`src/rtl/zol_pkg.sv`:
```
`timescale 1ns/1ps
package zol_pkg;

  // Register-transfer select encoding
  typedef enum logic [1:0] {
    SEL_RC = 2'd0,
    SEL_LC = 2'd1,
    SEL_LS = 2'd2,
    SEL_LE = 2'd3
  } xferSel_e;

  // Strobes from control to datapath
  typedef struct packed {
    logic push;        // write a context at the current depth
    logic pushFromCmd; // context comes from the loop operands, else staging + wdata
    logic pop;         // discard the innermost context
    logic decLc;       // decrement the innermost pass count
    logic stageLc;     // load the staged count
    logic stageLs;     // load the staged start
    logic rcLoadCmd;   // load the repeat counter from the operand
    logic rcLoadXfer;  // load the repeat counter from transfer data
    logic rcDec;       // count one repeated issue
  } dpCtl_t;

endpackage

```
`src/rtl/zol_dp.sv`:
```
`timescale 1ns/1ps
module zol_dp
  import zol_pkg::*;
#(
  parameter int ADDR_W = 20,
  parameter int CNT_W  = 16,
  parameter int RPT_W  = 21,
  parameter int DATA_W = 24,
  parameter int DEPTH  = 4,
  localparam int PTR_W = $clog2(DEPTH + 1)
) (
  input  logic              clk,
  input  logic              rst_n,
  input  dpCtl_t            ctl,
  input  logic [PTR_W-1:0]  depth,
  input  logic [ADDR_W-1:0] pcIn,
  input  logic [CNT_W-1:0]  loopCountIn,
  input  logic [ADDR_W-1:0] loopStartIn,
  input  logic [ADDR_W-1:0] loopEndIn,
  input  logic [RPT_W-1:0]  rptCountIn,
  input  xferSel_e          xferSel,
  input  logic [DATA_W-1:0] xferWData,
  output logic [DATA_W-1:0] xferRData,
  output logic [ADDR_W-1:0] nextPc,
  output logic              topLcGtOne,
  output logic              pcAtEnd,
  output logic              rcGtOne,
  output logic              rptOpNonZero
);

  logic [CNT_W-1:0]  lcArr [DEPTH];
  logic [ADDR_W-1:0] lsArr [DEPTH];
  logic [ADDR_W-1:0] leArr [DEPTH];

  logic [CNT_W-1:0]  stageLcQ;
  logic [ADDR_W-1:0] stageLsQ;
  logic [RPT_W-1:0]  rcQ;

  logic [CNT_W-1:0]  pushLc;
  logic [ADDR_W-1:0] pushLs;
  logic [ADDR_W-1:0] pushLe;

  logic [CNT_W-1:0]  topLc;
  logic [ADDR_W-1:0] topLs;
  logic [ADDR_W-1:0] topLe;
  logic              isEmpty;

  logic unusedWData;
  assign unusedWData = ^xferWData;

  assign isEmpty = (depth == '0);

  // Source of a pushed context
  always_comb begin
    if (ctl.pushFromCmd) begin
      pushLc = loopCountIn;
      pushLs = loopStartIn;
      pushLe = loopEndIn;
    end else begin
      pushLc = stageLcQ;
      pushLs = stageLsQ;
      pushLe = ADDR_W'(xferWData);
    end
  end

  // One stack slot per nesting level; each field has its own storage
  for (genvar i = 0; i < DEPTH; i++) begin : g_slot
    logic [CNT_W-1:0]  lcQ;
    logic [ADDR_W-1:0] lsQ;
    logic [ADDR_W-1:0] leQ;
    logic pushHere;
    logic topHere;

    assign pushHere = ctl.push  && (depth == PTR_W'(i));
    assign topHere  = ctl.decLc && (depth == PTR_W'(i + 1));

    // End addresses are cleared by reset
    always_ff @(posedge clk or negedge rst_n) begin
      if (!rst_n)        leQ <= '0;
      else if (pushHere) leQ <= pushLe;
    end

    // Counts and starts keep their contents across reset
    always_ff @(posedge clk) begin
      if (pushHere) begin
        lcQ <= pushLc;
        lsQ <= pushLs;
      end else if (topHere) begin
        lcQ <= lcQ - CNT_W'(1);
      end
    end

    assign lcArr[i] = lcQ;
    assign lsArr[i] = lsQ;
    assign leArr[i] = leQ;
  end

  // Innermost context view; zero when empty
  always_comb begin
    topLc = '0;
    topLs = '0;
    topLe = '0;
    for (int i = 0; i < DEPTH; i++) begin
      if (depth == PTR_W'(i + 1)) begin
        topLc = lcArr[i];
        topLs = lsArr[i];
        topLe = leArr[i];
      end
    end
  end

  // Staging registers and repeat counter: no reset
  always_ff @(posedge clk) begin
    if (ctl.stageLc) stageLcQ <= CNT_W'(xferWData);
    if (ctl.stageLs) stageLsQ <= ADDR_W'(xferWData);
    if (ctl.rcLoadCmd)       rcQ <= rptCountIn;
    else if (ctl.rcLoadXfer) rcQ <= RPT_W'(xferWData);
    else if (ctl.rcDec)      rcQ <= rcQ - RPT_W'(1);
  end

  // Transfer read mux
  always_comb begin
    unique case (xferSel)
      SEL_RC:  xferRData = DATA_W'(rcQ);
      SEL_LC:  xferRData = isEmpty ? DATA_W'(stageLcQ) : DATA_W'(topLc);
      SEL_LS:  xferRData = isEmpty ? DATA_W'(stageLsQ) : DATA_W'(topLs);
      default: xferRData = DATA_W'(topLe);
    endcase
  end

  assign nextPc       = topLs;
  assign topLcGtOne   = (topLc > CNT_W'(1));
  assign pcAtEnd      = (pcIn == topLe);
  assign rcGtOne      = (rcQ > RPT_W'(1));
  assign rptOpNonZero = (rptCountIn != '0);

  // an override consumes exactly one pass of the innermost loop
  p_dec_one_r3: assert property (@(posedge clk) disable iff (!rst_n)
    ctl.decLc |=> (topLc == $past(topLc) - CNT_W'(1)));

  // a counted repeat issue lowers the counter by one
  p_rc_step_r1: assert property (@(posedge clk) disable iff (!rst_n)
    (ctl.rcDec && !ctl.rcLoadCmd && !ctl.rcLoadXfer) |=> (rcQ == $past(rcQ) - RPT_W'(1)));

endmodule

```
`src/rtl/zol_ctrl.sv`:
```
`timescale 1ns/1ps
module zol_ctrl
  import zol_pkg::*;
#(
  parameter int DEPTH  = 4,
  localparam int PTR_W = $clog2(DEPTH + 1)
) (
  input  logic             clk,
  input  logic             rst_n,
  input  logic             pcValid,
  input  logic             rptCmd,
  input  logic             loopCmd,
  input  logic             xferWr,
  input  logic             xferRd,
  input  xferSel_e         xferSel,
  input  logic             topLcGtOne,
  input  logic             pcAtEnd,
  input  logic             rcGtOne,
  input  logic             rptOpNonZero,
  output dpCtl_t           ctl,
  output logic [PTR_W-1:0] depth,
  output logic             nextPcValid,
  output logic             fetchHold,
  output logic             ovfFlag,
  output logic             unfFlag
);

  logic rptActive;
  logic isEmpty, isFull;
  logic loopCmdEff, xferPushReq, xferPopReq, pushReq;
  logic pushOk, pushBad, popOk, popBad;
  logic loopEval, endPop;

  assign isEmpty = (depth == '0);
  assign isFull  = (depth == PTR_W'(DEPTH));

  assign loopCmdEff  = pcValid && loopCmd;
  assign xferPushReq = xferWr && (xferSel == SEL_LE);
  assign xferPopReq  = xferRd && (xferSel == SEL_LE);
  assign pushReq     = loopCmdEff || xferPushReq;

  assign pushOk  = pushReq && !isFull;
  assign pushBad = pushReq && isFull;
  assign popOk   = xferPopReq && !pushReq && !isEmpty;
  assign popBad  = xferPopReq && !pushReq && isEmpty;

  // Repeat: hold fetch until the last issue
  assign fetchHold = rptActive && rcGtOne;

  // Loop-end check: skipped while held, stalled or on an explicit stack op
  assign loopEval    = pcValid && !fetchHold && !isEmpty && pcAtEnd
                       && !pushReq && !xferPopReq;
  assign nextPcValid = loopEval && topLcGtOne;
  assign endPop      = loopEval && !topLcGtOne;

  always_comb begin
    ctl             = '0;
    ctl.push        = pushOk;
    ctl.pushFromCmd = loopCmdEff;
    ctl.pop         = popOk || endPop;
    ctl.decLc       = nextPcValid;
    ctl.stageLc     = xferWr && (xferSel == SEL_LC);
    ctl.stageLs     = xferWr && (xferSel == SEL_LS);
    ctl.rcLoadCmd   = pcValid && rptCmd && rptOpNonZero;
    ctl.rcLoadXfer  = xferWr && (xferSel == SEL_RC);
    ctl.rcDec       = pcValid && rptActive;
  end

  always_ff @(posedge clk or negedge rst_n) begin
    if (!rst_n) begin
      depth     <= '0;
      rptActive <= 1'b0;
      ovfFlag   <= 1'b0;
      unfFlag   <= 1'b0;
    end else begin
      if (ctl.push)     depth <= depth + PTR_W'(1);
      else if (ctl.pop) depth <= depth - PTR_W'(1);

      if (ctl.rcLoadCmd)                          rptActive <= 1'b1;
      else if (pcValid && rptActive && !rcGtOne)  rptActive <= 1'b0;

      if (pushBad) ovfFlag <= 1'b1;
      if (popBad)  unfFlag <= 1'b1;
    end
  end

  // depth never exceeds the stack size
  p_depth_bound_r5: assert property (@(posedge clk) disable iff (!rst_n)
    depth <= PTR_W'(DEPTH));

  // a push onto a full stack flags and keeps depth
  p_full_push_r5: assert property (@(posedge clk) disable iff (!rst_n)
    (loopCmdEff && isFull) |=> (ovfFlag && depth == PTR_W'(DEPTH)));

  // overflow flag is sticky
  p_ovf_sticky_r5: assert property (@(posedge clk) disable iff (!rst_n)
    ovfFlag |=> ovfFlag);

  // underflow flag is sticky
  p_unf_sticky_r6: assert property (@(posedge clk) disable iff (!rst_n)
    unfFlag |=> unfFlag);

  // jumping back never changes the nesting depth
  p_override_keeps_depth_r3: assert property (@(posedge clk) disable iff (!rst_n)
    nextPcValid |=> (depth == $past(depth)));

  // no override while the repeated instruction is held
  p_hold_no_override_r9: assert property (@(posedge clk) disable iff (!rst_n)
    fetchHold |-> !nextPcValid);

  // a held issue is always followed by a further issue of the repeat
  p_hold_continues_r1: assert property (@(posedge clk) disable iff (!rst_n)
    (pcValid && fetchHold && !rptCmd) |=> rptActive);

endmodule

```
`src/rtl/zol_seq.sv`:
```
`timescale 1ns/1ps
module zol_seq
  import zol_pkg::*;
#(
  parameter int ADDR_W = 20,
  parameter int CNT_W  = 16,
  parameter int RPT_W  = 21,
  parameter int DATA_W = 24,
  parameter int DEPTH  = 4
) (
  input  logic              clk,
  input  logic              rst_n,
  input  logic              pcValid,
  input  logic [ADDR_W-1:0] pcIn,
  input  logic              rptCmd,
  input  logic [RPT_W-1:0]  rptCountIn,
  input  logic              loopCmd,
  input  logic [CNT_W-1:0]  loopCountIn,
  input  logic [ADDR_W-1:0] loopStartIn,
  input  logic [ADDR_W-1:0] loopEndIn,
  input  logic              xferWr,
  input  logic              xferRd,
  input  logic [1:0]        xferSel,
  input  logic [DATA_W-1:0] xferWData,
  output logic [DATA_W-1:0] xferRData,
  output logic              nextPcValid,
  output logic [ADDR_W-1:0] nextPc,
  output logic              fetchHold,
  output logic              ovfFlag,
  output logic              unfFlag
);

  localparam int PTR_W = $clog2(DEPTH + 1);

  dpCtl_t           ctl;
  logic [PTR_W-1:0] depth;
  logic             topLcGtOne, pcAtEnd, rcGtOne, rptOpNonZero;
  xferSel_e         selE;

  assign selE = xferSel_e'(xferSel);

  zol_ctrl #(.DEPTH(DEPTH)) u_ctrl (
    .clk(clk), .rst_n(rst_n), .pcValid(pcValid), .rptCmd(rptCmd),
    .loopCmd(loopCmd), .xferWr(xferWr), .xferRd(xferRd), .xferSel(selE),
    .topLcGtOne(topLcGtOne), .pcAtEnd(pcAtEnd), .rcGtOne(rcGtOne),
    .rptOpNonZero(rptOpNonZero), .ctl(ctl), .depth(depth),
    .nextPcValid(nextPcValid), .fetchHold(fetchHold),
    .ovfFlag(ovfFlag), .unfFlag(unfFlag)
  );

  zol_dp #(
    .ADDR_W(ADDR_W), .CNT_W(CNT_W), .RPT_W(RPT_W),
    .DATA_W(DATA_W), .DEPTH(DEPTH)
  ) u_dp (
    .clk(clk), .rst_n(rst_n), .ctl(ctl), .depth(depth), .pcIn(pcIn),
    .loopCountIn(loopCountIn), .loopStartIn(loopStartIn),
    .loopEndIn(loopEndIn), .rptCountIn(rptCountIn), .xferSel(selE),
    .xferWData(xferWData), .xferRData(xferRData), .nextPc(nextPc),
    .topLcGtOne(topLcGtOne), .pcAtEnd(pcAtEnd), .rcGtOne(rcGtOne),
    .rptOpNonZero(rptOpNonZero)
  );

endmodule

```
`config.mk`:
```
export PLATFORM = sky130hd
export DESIGN_NAME = zol_seq
export DESIGN_NICKNAME = d
export VERILOG_FILES = /design/src/rtl/zol_pkg.sv /design/src/rtl/zol_dp.sv /design/src/rtl/zol_ctrl.sv /design/src/rtl/zol_seq.sv
export SDC_FILE = /design/constraint.sdc
export NUM_CORES = 1
export LEC_CHECK = 0
export CAP_MARGIN = 20
export CELL_PAD_IN_SITES_DETAIL_PLACEMENT = 0
export CELL_PAD_IN_SITES_GLOBAL_PLACEMENT = 2
export CORE_MARGIN = 5
export CORE_UTILIZATION = 40
export CTS_CLUSTER_SIZE = 24
export DETAILED_ROUTE_END_ITERATION = 16
export DONT_BUFFER_PORTS = 1
export PLACE_DENSITY_LB_ADDON = 0.15
export SLEW_MARGIN = 20
export SYNTH_ARGS = -nofsm -noshare
export SYNTH_HDL_FRONTEND = slang
export SYNTH_SLANG_ARGS = --single-unit
```
`constraint.sdc`:
```
create_clock -name clk -period 6.47 [get_ports clk]
set_input_delay 0.647 -clock clk [delete_from_list [all_inputs] [get_ports clk]]
set_output_delay 0.647 -clock clk [all_outputs]
set_load 0.02 [all_outputs]
```
==> impl_metrics.toml <==
[status]
status = "complete, no violations"

[timing]
rsz0062_at_grt = "no"
max_freq_ghz = 0.191
hold_viol_final = 0
final-setup-viol-count = 0
final_max_slew_viol_count = 0
finalSetupTns_ps = 0
min_period_ps = 5230
clock_skew_ps = 14.2
finalCritPeriodShare_pct = 80.9
timing_worst_slew_pin_value_ps = 1110
slew_headroom_pct = 25.8

[critical_path]
worst_r2r_path_depth = 11
worst_ep_arrival_time_ps = 4590
critical_path_required_ps = 5820
critPathMostFrequentCell = "sky130_fd_sc_hd__inv_1"
critical_path.cell_chain = "inv_1, ha_1, nand2_1, buf_4, o2bb2ai_1, xor2_1, nand4_1, nor4_4, nand3_1, inv_1"
worstSetupEndpointType = "output pin"
critical_path.slowest_cell = "sky130_fd_sc_hd__ha_1"
worstSetupPathType = "reg2out"
critical_path.max_fanout = 27
critical-path-max-stage-delay_ps = 720
cp-start-kind = "flop"

[logic_synthesis]
asyncSetResetFlopFracSynth_pct = 30.0
mappedNetlistArea_sq_um = 15200
yosysWarningCount = 0
synth_cell_type_count = 61
post_synth_edffs = 201
average_instance_area_after_synthesis_sq_um = 10.5
ys_seq_area_share_pct = 53.8
synth-seq-cells = 287
syn-instance-count = 1450
ys.flop_type = "sky130_fd_sc_hd__edfxtp_1"

[clock_tree]
tritoncts.num_buffers = 35
cts_sinks = 287
tritoncts = "yes"
cts.repair.resized = 0
cts.path.max_buffers = 3
clock_latency_reported_for_the_late_side_of_the_worst_skew_pair_ps = 530
htree_num_levels = 2
worst_setup_hold_path_clk_slew_ps = 60
cts_setup_buffers = 0
cts.hold.buffers_added = 1
cts_root_buffer = "sky130_fd_sc_hd__clkbuf_16"

[place]
buffer_ports.inserted = 0
detailed_place_hpwl_um = 38800
finalWeightedCongestion = 0.879
placed_cells_incl_taps = 1923

[final_layout]
synthToLayoutAreaGrowth_pct = 11.6
drive_above_1_share_pct = 11.8
final_nets = 1592
stdcell_count = 1987

[power_and_ir_drop]
power_density_nw_per_um2 = 457
peakVddDrop_uv = 218
post-layout-total-power_w = 0.00777
static-leakage-power_nw = 6.39

[job]
maxCapViolCount = 0

[routing]
drt_drc_violations_left = 0
num_vias = 11600
detail_route.wirelength_um = 55200
drt-pass1-iter-count = 5
wire_per_inst_um = 27.8
vias_per_cell = 5.84
drt_antenna_net_count = 0
iteration_0_drc_count_of_the_detailed_router = 938

[floorplanning]
ios = 178
start_util_pct = 40.4
fp-row-count = 71
die_h_um = 205
core_area_sq_um = 37700
die_outline_area_sq_um = 42100
chipWidth_um = 205

[global_route]
grt_overflow = 0
first_pass_grt_wire_length_um = 79000
pin_count_of_the_biggest_net_entering_global_routing = 87
first_global_vias = 11300
antenna_found_initial = 13
grt.total_usage_pct = 25.8

[worst_hold_path]
hold_class = "in2async"
==> where the power goes <==
| part | switching, W | internal [W] | total (W) |
|---|---|---|---|
| logic | 0.00222 | 0.00108 | 0.00330 |
| clock network | 0.000781 | 0.00103 | 0.00182 |
| registers | 0.000244 | 0.00241 | 0.00265 |
==> metrics by stage <==
step	setup WS [ps]	hold slack, ps	utilization (%)	area (sq um)
6_report	1240	30.1	45.1	17000
3_3_place_gp	1780	356	42.3	15900
5_1_grt	1010	68.2	45.1	17000
4_1_cts	1200	51.9	45.1	17000
3_5_place_dp	1720	356	42.3	15900
2_1_floorplan	1940	351	-	15200
==> sequential cells by signal, summed over array words and instances, names as in the netlist <==
signal	count
u_dp.g_slot.leQ	80
u_dp.g_slot.lsQ	80
u_dp.g_slot.lcQ	64
u_dp.rcQ	21
u_dp.stageLsQ	20
u_dp.stageLcQ	16
u_ctrl.depth	3
u_ctrl.ovfFlag	1
u_ctrl.rptActive	1
u_ctrl.unfFlag	1
==> path summary, 6_finish.rpt <==
path                                        from                     to  slack [ps]
setup / recovery                 u_ctrl.depth[0]            nextPcValid        1240
hold / removal                             rst_n  u_dp.g_slot[0].leQ[7]          30
setup reg to reg                 u_ctrl.depth[0]  u_dp.g_slot[0].lcQ[2]        1820
hold reg to reg            u_dp.g_slot[0].leQ[0]  u_dp.g_slot[0].leQ[0]         480
max in group asynchronous                  rst_n  u_dp.g_slot[0].leQ[8]        6050
min in group clk                   xferWData[12]      u_dp.stageLcQ[12]         210
==> critical path: cells and delay by family, from the launching register on <==
family	cells	cell delay [ps]
simple gates	4	1370
compound gates	1	560
xor+xnor	1	190
buf+inv	3	790
flops	1	420
fa+ha+maj	1	720
==> cell usage after synthesis (4+ instances only) <==
cell type	number	area share [%]
sky130_fd_sc_hd__a211oi_1	4	0.20
sky130_fd_sc_hd__a21oi_1	72	2.4
sky130_fd_sc_hd__a221o_1	21	1.4
sky130_fd_sc_hd__a221oi_1	22	1.3
sky130_fd_sc_hd__a221oi_2	5	0.49
sky130_fd_sc_hd__a22o_1	4	0.23
sky130_fd_sc_hd__a22oi_1	8	0.39
sky130_fd_sc_hd__a31oi_1	7	0.29
sky130_fd_sc_hd__and2_1	7	0.29
sky130_fd_sc_hd__and3_1	10	0.41
sky130_fd_sc_hd__buf_1	9	0.22
sky130_fd_sc_hd__buf_2	22	0.72
sky130_fd_sc_hd__buf_4	4	0.20
sky130_fd_sc_hd__clkbuf_1	56	1.4
sky130_fd_sc_hd__dfrtp_1	86	14
sky130_fd_sc_hd__edfxtp_1	201	40
sky130_fd_sc_hd__ha_1	12	0.99
sky130_fd_sc_hd__inv_1	23	0.57
sky130_fd_sc_hd__mux2_2	39	2.9
sky130_fd_sc_hd__mux2i_1	54	3.5
sky130_fd_sc_hd__mux4_2	10	1.5
sky130_fd_sc_hd__nand2_1	214	5.3
sky130_fd_sc_hd__nand3_1	16	0.53
sky130_fd_sc_hd__nand3b_1	6	0.30
sky130_fd_sc_hd__nand4_1	8	0.33
sky130_fd_sc_hd__nor2_1	135	3.3
sky130_fd_sc_hd__nor3_1	25	0.82
sky130_fd_sc_hd__nor4_1	19	0.78
sky130_fd_sc_hd__o211ai_1	7	0.35
sky130_fd_sc_hd__o21ai_0	182	6.0
sky130_fd_sc_hd__o2bb2ai_1	8	0.46
sky130_fd_sc_hd__o311ai_0	4	0.23
sky130_fd_sc_hd__o31ai_1	8	0.39
sky130_fd_sc_hd__or4_1	10	0.49
sky130_fd_sc_hd__xnor2_1	40	2.3
sky130_fd_sc_hd__xor2_1	52	3.0
==> layer usage <==
metal / part of all wire [%] / track usage [%] / wire length [um]
met1: 41 / 34.8 / 22800
met3: 10 / 8.75 / 5700
met5: 0.14 / 0 / 80
met4: 2.6 / 6.41 / 1410
met2: 46 / 40.3 / 25200
==> logic make-up (layout without fill, tap and decap cells) <==
logic type                 after synthesis  after routing  share of synthesized area [%]
AOI/OAI and AO/OA                      365            365                           14.7
xor gates and xnor gates                92             92                           5.29
buffers and inverters                  117            137                           3.31
muxes                                  103            103                           7.91
DFF                                    287            287                           53.8
and+or+nand+nor                        473            473                           14.0
other                                    1              7                         0.0246
adders and majority gates               12             12                          0.986
==> cell usage in the layout (no fill, tap or decap), types with 10 or more instances in the layout <==
master | netlist | final
sky130_fd_sc_hd__buf_4 | 4 | 52
sky130_fd_sc_hd__mux2i_1 | 54 | 54
sky130_fd_sc_hd__a221o_1 | 21 | 21
sky130_fd_sc_hd__mux2_2 | 39 | 39
sky130_fd_sc_hd__edfxtp_1 | 201 | 201
sky130_fd_sc_hd__mux4_2 | 10 | 10
sky130_fd_sc_hd__or4_1 | 10 | 10
sky130_fd_sc_hd__and3_1 | 10 | 10
sky130_fd_sc_hd__xor2_1 | 52 | 52
sky130_fd_sc_hd__o21ai_0 | 182 | 179
sky130_fd_sc_hd__nor2_1 | 135 | 134
sky130_fd_sc_hd__a21oi_1 | 72 | 72
sky130_fd_sc_hd__nor3_1 | 25 | 25
sky130_fd_sc_hd__nor4_1 | 19 | 19
sky130_fd_sc_hd__clkbuf_16 | 0 | 35
sky130_fd_sc_hd__nand3_1 | 16 | 16
sky130_fd_sc_hd__a221oi_1 | 22 | 22
sky130_fd_sc_hd__xnor2_1 | 40 | 40
sky130_fd_sc_hd__nand2_1 | 214 | 210
sky130_fd_sc_hd__clkbuf_1 | 56 | 12
sky130_fd_sc_hd__ha_1 | 12 | 11
sky130_fd_sc_hd__inv_1 | 23 | 23
sky130_fd_sc_hd__dfrtp_1 | 86 | 86
==> final cells by class <==
| class | count | area, sq um |
|---|---|---|
| sequential | 287 | 8190 |
| inverter | 23 | 86.3 |
| clock buffer | 50 | 962 |
| clock inverter | 9 | 56.3 |
| tap | 511 | 639 |
| antenna | 4 | 10.0 |
| multi-input combinational | 1048 | 6590 |
| fill | 3642 | 20700 |
| timing repair buffer | 55 | 458 |
Power figures use the tool's default switching activity.
